File: config.mk
export PLATFORM = sky130hd
export DESIGN_NAME = pixel_trim_seq
export DESIGN_NICKNAME = d
export VERILOG_FILES = /design/src/rtl/trim_pkg.sv /design/src/rtl/trim_step_ctr.sv /design/src/rtl/trim_pixel_cell.sv /design/src/rtl/pixel_trim_seq.sv
export SDC_FILE = /design/constraint.sdc
export NUM_CORES = 1
export LEC_CHECK = 0
export ABC_AREA = 1
export CORE_ASPECT_RATIO = 2
export CORE_MARGIN = 2
export CORE_UTILIZATION = 37
export CTS_BUF_LIST = sky130_fd_sc_hd__clkbuf_4
export DETAILED_ROUTE_END_ITERATION = 6
export DONT_BUFFER_PORTS = 1
export PLACE_DENSITY_LB_ADDON = 0.3
export RECOVER_POWER = 100
export SLEW_MARGIN = 10
export SYNTH_ARGS = -nofsm -noshare
export SYNTH_HDL_FRONTEND = slang
export SYNTH_SLANG_ARGS = --single-unit
File: constraint.sdc
create_clock -name clk -period 1.7 [get_ports clk]
set_input_delay 0.34 -clock clk [delete_from_list [all_inputs] [get_ports clk]]
set_output_delay 0.34 -clock clk [all_outputs]
set_load 0.01 [all_outputs]
File: src/rtl/trim_pkg.sv
package trim_pkg;
    localparam int TRIM_W    = 3;
    localparam int STEP_LAST = (1 << TRIM_W) - 1;

    typedef logic [TRIM_W-1:0] trim_t;

    typedef struct packed {
        logic  active;
        trim_t step;
        logic  done;
    } seq_st_t;

    typedef struct packed {
        trim_t code;
        logic  got;
        logic  oor;
    } pix_st_t;
endpackage

File: src/rtl/trim_step_ctr.sv
module trim_step_ctr
    import trim_pkg::*;
(
    input  logic  clk,
    input  logic  rst_n,
    input  logic  cal_mode,
    input  logic  cal_strobe,
    output logic  active,
    output trim_t step,
    output logic  done,
    output logic  entry,
    output logic  run,
    output logic  finish
);
    seq_st_t st_d, st_q;
    logic    at_last;

    always_comb begin
        st_d    = st_q;
        at_last = (st_q.step == trim_t'(STEP_LAST));
        entry   = cal_mode & ~st_q.active;
        run     = cal_mode & st_q.active & ~st_q.done;
        finish  = run & cal_strobe & at_last;

        st_d.active = cal_mode;
        if (entry) begin
            st_d.step = '0;
            st_d.done = 1'b0;
        end else if (run && cal_strobe) begin
            if (at_last) begin
                st_d.done = 1'b1;
            end else begin
                st_d.step = st_q.step + 1'b1;
            end
        end
    end

    always_ff @(posedge clk or negedge rst_n) begin
        if (!rst_n) begin
            st_q <= '0;
        end else begin
            st_q <= st_d;
        end
    end

    assign active = st_q.active;
    assign step   = st_q.step;
    assign done   = st_q.done;
endmodule

File: src/rtl/trim_pixel_cell.sv
module trim_pixel_cell
    import trim_pkg::*;
(
    input  logic  clk,
    input  logic  rst_n,
    input  logic  entry,
    input  logic  run,
    input  logic  finish,
    input  logic  active,
    input  trim_t step,
    input  logic  flip,
    output trim_t tap,
    output logic  oor
);
    pix_st_t st_d, st_q;

    always_comb begin
        st_d = st_q;
        if (entry) begin
            st_d.got = 1'b0;
            st_d.oor = 1'b0;
        end else if (run && !st_q.got) begin
            if (flip) begin
                st_d.code = step;
                st_d.got  = 1'b1;
            end else if (finish) begin
                st_d.code = trim_t'(STEP_LAST);
                st_d.got  = 1'b1;
                st_d.oor  = 1'b1;
            end
        end
    end

    always_ff @(posedge clk or negedge rst_n) begin
        if (!rst_n) begin
            st_q <= '0;
        end else begin
            st_q <= st_d;
        end
    end

    assign tap = active ? step : st_q.code;
    assign oor = st_q.oor;
endmodule

File: src/rtl/pixel_trim_seq.sv
module pixel_trim_seq
    import trim_pkg::*;
#(
    parameter int NPIX = 8
) (
    input  logic                     clk,
    input  logic                     rst_n,
    input  logic                     cal_mode,
    input  logic                     cal_strobe,
    input  logic [NPIX-1:0]          flip,
    output logic [NPIX*TRIM_W-1:0]   tap_sel,
    output logic [NPIX-1:0]          out_of_range,
    output logic                     cal_done
);
    localparam int TAP_W = NPIX * TRIM_W;

    logic  seq_active, seq_entry, seq_run, seq_finish;
    trim_t seq_step;
    logic [TAP_W-1:0] tap_w;

    trim_step_ctr u_ctr (
        .clk        (clk),
        .rst_n      (rst_n),
        .cal_mode   (cal_mode),
        .cal_strobe (cal_strobe),
        .active     (seq_active),
        .step       (seq_step),
        .done       (cal_done),
        .entry      (seq_entry),
        .run        (seq_run),
        .finish     (seq_finish)
    );

    for (genvar i = 0; i < NPIX; i++) begin : g_pix
        trim_pixel_cell u_cell (
            .clk    (clk),
            .rst_n  (rst_n),
            .entry  (seq_entry),
            .run    (seq_run),
            .finish (seq_finish),
            .active (seq_active),
            .step   (seq_step),
            .flip   (flip[i]),
            .tap    (tap_w[i*TRIM_W +: TRIM_W]),
            .oor    (out_of_range[i])
        );
    end

    assign tap_sel = tap_w;
endmodule

# Yosys cells after proc, flatten, opt, wreduce, memory -nomap -nowiden
# Index checks and enable logic that the tools add are counted.
# totals
ram_bits	0
output_inout_bits	33
latch_bits	0
regBits	45
mem_bits_ro	0
input_bits	12
mem_count	0
# classes
bitwise_logic	8
addsub	1
div	0
shifts	0
multipliers	0
reduce_logical	70
mux	45
n_eq_ne	10
order_cmp	0
# ops
op	n
AND reduction 3 bit	16
two-way mux 4 bit	10
nonzero test 2 bit	19
two-way mux 2 bit	16
two-way mux 3 bit	9
nonzero test 3 bit	8
AND reduction 2 bit	10
!= test 2 x 1 -> 1 bit, second input constant	9
logical AND 1 bit	9
two-way mux 1 bit	9
logical NOT 1 bit	8
AND 1 bit	5
two-way mux 5 bit	1
adder 3 x 1 -> 3 bit, second input constant	1
== test 3 bit, second input constant	1
inverter 1 bit	3

# Longest topological paths before layout
# depth
word_depth	8
depth_mapped	7
mapped_depth_nobuf	6

# Modules after synthesis
# From an unflattened synthesis, not the netlist that was laid out.
# hier_totals
cells_unflattened	360
area_unflattened_um2	2592.5
# by_module_without_submodules
mod	instances	cells_each	area_each_um2	seq_area_each_um2
trim_pixel_cell	8	41	290.3	125.1
trim_step_ctr	1	32	270.3	125.1

# Least setup slack after synthesis
# No wires, ideal clock.
# synth_timing
kind	reg2reg
start	register u_ctr.st_q (netlist bit u_ctr.step[0])
end	register u_ctr.st_q (netlist bit u_ctr.step[0])
slack_ns	0.289
arrival_time_ns	1.283
path_stages_with_launch	7
path_buffers	1
path_cell_list	dfrtp_1 > ha_1 > ha_1 > clkbuf_1 > nand3b_1 > nand2_1 > o21ai_0
# synth_via
elab_chain_cells	4
# synth_rtl
element	line	rtl
start, declared	trim_step_ctr.sv:15	seq_st_t st_d, st_q;
start signal, assigned	trim_step_ctr.sv:42	st_q <= st_d;
adder 3 x 1 -> 3 bit	trim_step_ctr.sv:33	st_d.step = st_q.step + 1'b1;
two-way mux 3 bit	trim_step_ctr.sv:30	if (at_last) begin
two-way mux 4 bit	trim_step_ctr.sv:29	end else if (run && cal_strobe) begin
two-way mux 4 bit	trim_step_ctr.sv:26	if (entry) begin
# Several ways; a longest one is shown, not always the timed one. The select of a mux whose other input is x is not followed.
# A chain may end at the register's enable or synchronous reset.

# Worst setup path in the final report
# layout_timing
start	register u_ctr.st_q (netlist bit u_ctr.active)
end	output tap_sel[2]
# layout_via
elab_chain_cells	1
# layout_rtl
element	line	rtl
two-way mux 3 bit	trim_pixel_cell.sv:42	assign tap = active ? step : st_q.code;
end, declared	pixel_trim_seq.sv:11	output logic [NPIX*TRIM_W-1:0] tap_sel,
# No other way between the ends.

==> results.yml <==
status:
  outcome: "complete, but fails checks"
  failed_checks: "negative setup slack"
hold_path:
  hold_path.class: "in2reg"
timing:
  finClkSkew_ps: 13.1
  slew_viol_final: 0
  setup_viol: 3
  hold_slack_ps: 124
  rsz0062_at_grt: "true"
  hold_viol: 0
  fin_crit_sh_pct: 101
  fin_crit_ps: 1720
  fmax_ghz: 0.583
  max-slew-margin-rel_pct: 23.8
  worstMarginPinSlew_ps: 1140
  fin_ws_ps: -15.8
route:
  top_layer: "met4"
  via_per_inst: 5.13
  route.met2.wl_um: 3440
  firstDrtPassIters: 4
  wl_met1_um: 2590
  wl_met3_um: 232
  post_drt_wl_per_cell_um: 15.4
  antenna_left: 0
  routed_wl_um: 6460
  vias: 2146
  drt_iter0_drc: 93
  drc: 0
cts:
  clk_path_buf_depth: 2
  htreeDepth: 2
  cts_sinks: 45
  cts-root-buf: "clkbuf_4"
  cts_buffers: 5
  clk_latency_ps: 390
  cts_tree: "done"
  path_clk_slew_ps: 130
critical_path:
  path_class: "reg2out"
  crit_buf_inv: 2
  critPathRequiredTime_ps: 1360
  cp_cell_sequence: "clkinvlp_4, buf_6, nand2_1, nand2_1"
  cp_max_fo: 10
  critPathLaunchType: "register"
  path_delay_family: "flip-flops"
  crit_path_end_kind: "primary output"
  crit_arrival_ps: 1380
  worst_path_most_repeated_cell: "nand2_1"
  critPathSlowestCell: "dfrtp_2"
  cpPeakStageDelay_ps: 440
layout:
  num_antenna_cells: 0
  fin_util_pct: 42.7
  area_growth_pct: 12.2
  drive_gt1_share_pct: 16.3
  fin_nets: 345
  postLayoutCellArea_um2: 2690
power_and_ir_drop:
  leakage_nw: 1.45
  max-vdd-ir-drop_mv: 0.517
  finalPower_mw: 2.55
  powerDensity_nw_per_um2: 947
yosys:
  syn-num-nets: 333
  synth_area_um2: 2400
  synth_seq_cells: 45
  yosys.area.top_type: "dfrtp_1"
  synth.top_cell.area_share_pct: 46.9
  yosysSeqAreaShare_pct: 46.9
  syn_avg_cell_area_um2: 7.53
  yosys_warnings: 0
  synth_area_leaders: "dfrtp_1 47%, nand2_1 18%, nand3_1 12%"
  synthDistinctLibCells: 21
  synthCells: 319
global_route:
  grt_max_degree: 46
  antenna_found_initial: 0
  gr-total-overflow: 0
  grt_pass1_vias: 2117
  grt_pass1_wl_um: 10300
  gr-usage-all-layers_pct: 19.2
floorplan:
  die_y_um: 118
  rows: 41
  coreArea_um2: 6310
  ios: 45
  initial_core_util_pct: 38.1
  die_w_um: 61.0
  die-area_um2: 7190
place:
  gp_congestion: 0.825
  dpl_worst_slack_ps: 143
  placedInstanceArea_um2: 2510
  numPortBuffers: 0
  dp_hpwl_um: 4420
flow_run:
  maxCapViolations: 0
==> cell families (layout without fill, tap and decap cells) <==
kind of cell    after synthesis  after routing  synth area share, %
fa+ha+maj                     2              2                 1.04
flops                        45             45                 46.9
simple gates                223            223                 41.2
compound gates               12             12                 3.33
buf+inv                      37             50                 7.56
==> per-layer routing <==
layer,track usage [%],vias to the layer above
li1,-,1052
met1,23.6,1042
met2,31.9,43
met3,4.29,9
met4,6.79,0
met5,0,-
==> worst reg2reg max path, cell delays in order (launching register included) <==
cell	delay (ps)
dfrtp_1	440
ha_1	180
ha_2	270
buf_4	170
nand4_1	200
nand3_1	130
nand2_1	60
==> flip-flops by register name, summed over array words and instances, names as in the netlist <==
name               flops
g_pix.u_cell.oor       8
u_ctr.step             3
u_ctr.active           1
u_ctr.done             1
g_pix.u_cell.st_q     32
==> cell type report <==
cell class | instances | area, µm²
inverters | 22 | 86.3
well taps | 86 | 108
clock inverters | 3 | 12.5
flip-flops and latches | 45 | 1130
repair buffers | 20 | 186
clock buffers | 5 | 37.5
fillers | 648 | 3620
multi-input cells | 237 | 1140
==> per-stage QoR <==
stage / TNS, ps / std cells
2_1_floorplan: 0 / 319
4_1_cts: -1220 / 415
6_report: -24.0 / 418
5_1_grt: -1170 / 418
3_5_place_dp: 0 / 403
3_3_place_gp: 0 / 403
==> cell usage in the layout (no fill, tap or decap), drive strengths merged <==
master / synthesis / routed
a21oi: 1 / 1
buf: 11 / 17
clkbuf: 4 / 6
clkinv: 3 / 6
clkinvlp: 0 / 1
dfrtp: 45 / 45
dlygate4sd3: 0 / 2
ha: 2 / 2
inv: 19 / 18
nand2: 121 / 121
nand3: 59 / 59
nand3b: 1 / 1
nand4: 8 / 8
nor2: 34 / 34
o211ai: 8 / 8
o21ai: 3 / 3
==> synthesized netlist by cell type <==
master,count
inv_2,1
nor2_8,1
inv_1,18
nand3_1,58
buf_4,9
clkbuf_1,4
nand3b_1,1
a21oi_1,1
buf_2,1
o211ai_1,8
nor2_2,1
nand3_4,1
o21ai_0,3
nand2_1,112
nor2_1,32
clkinv_1,3
dfrtp_1,45
nand2_2,9
buf_6,1
nand4_1,8
ha_1,2
==> power breakdown <==
| part | leakage (nW) | switching (mW) | internal [mW] |
|---|---|---|---|
| logic | 0.842 | 0.402 | 0.239 |
| clock network | 0.0300 | 0.364 | 0.150 |
| registers | 0.578 | 0.125 | 1.27 |
| total | 1.45 | 0.891 | 1.66 |
==> worst paths after layout <==
| kind | start | endpoint | slack [ps] | cells past startpoint |
|---|---|---|---|---|
| max in group asynchronous | rst_n | u_ctr.active$_DFF_PN0_ | 200 | 2 |
| worst max-delay path | u_ctr.active$_DFF_PN0_ | tap_sel[2] | -20 | 4 |
| worst min register to register | g_pix[6].u_cell.st_q[4]$_DFFE_PN0P_ | g_pix[6].u_cell.st_q[4]$_DFFE_PN0P_ | 530 | 2 |
| worst max register to register | u_ctr.step[0]$_DFFE_PN0P_ | g_pix[5].u_cell.st_q[3]$_DFFE_PN0P_ | 140 | 6 |
| min in group asynchronous | rst_n | g_pix[7].u_cell.st_q[3]$_DFFE_PN0P_ | 740 | 2 |
| worst min-delay path | flip[3] | g_pix[3].u_cell.st_q[2]$_DFFE_PN0P_ | 120 | 3 |
==> what timing repair did <==
| item | 4_1_cts | 5_1_grt |
|---|---|---|
| setup endpoints to repair | 24 | 53 |
| hold buffers | 3 | 0 |
| setup buffers | 1 | 2 |
| pin swaps | 0 | 1 |
| cloned | 0 | 1 |
| endpoints found under the hold margin | 46 | 0 |
| resized for setup | 5 | 16 |
Note: power is estimated with default switching activity, not from simulation.
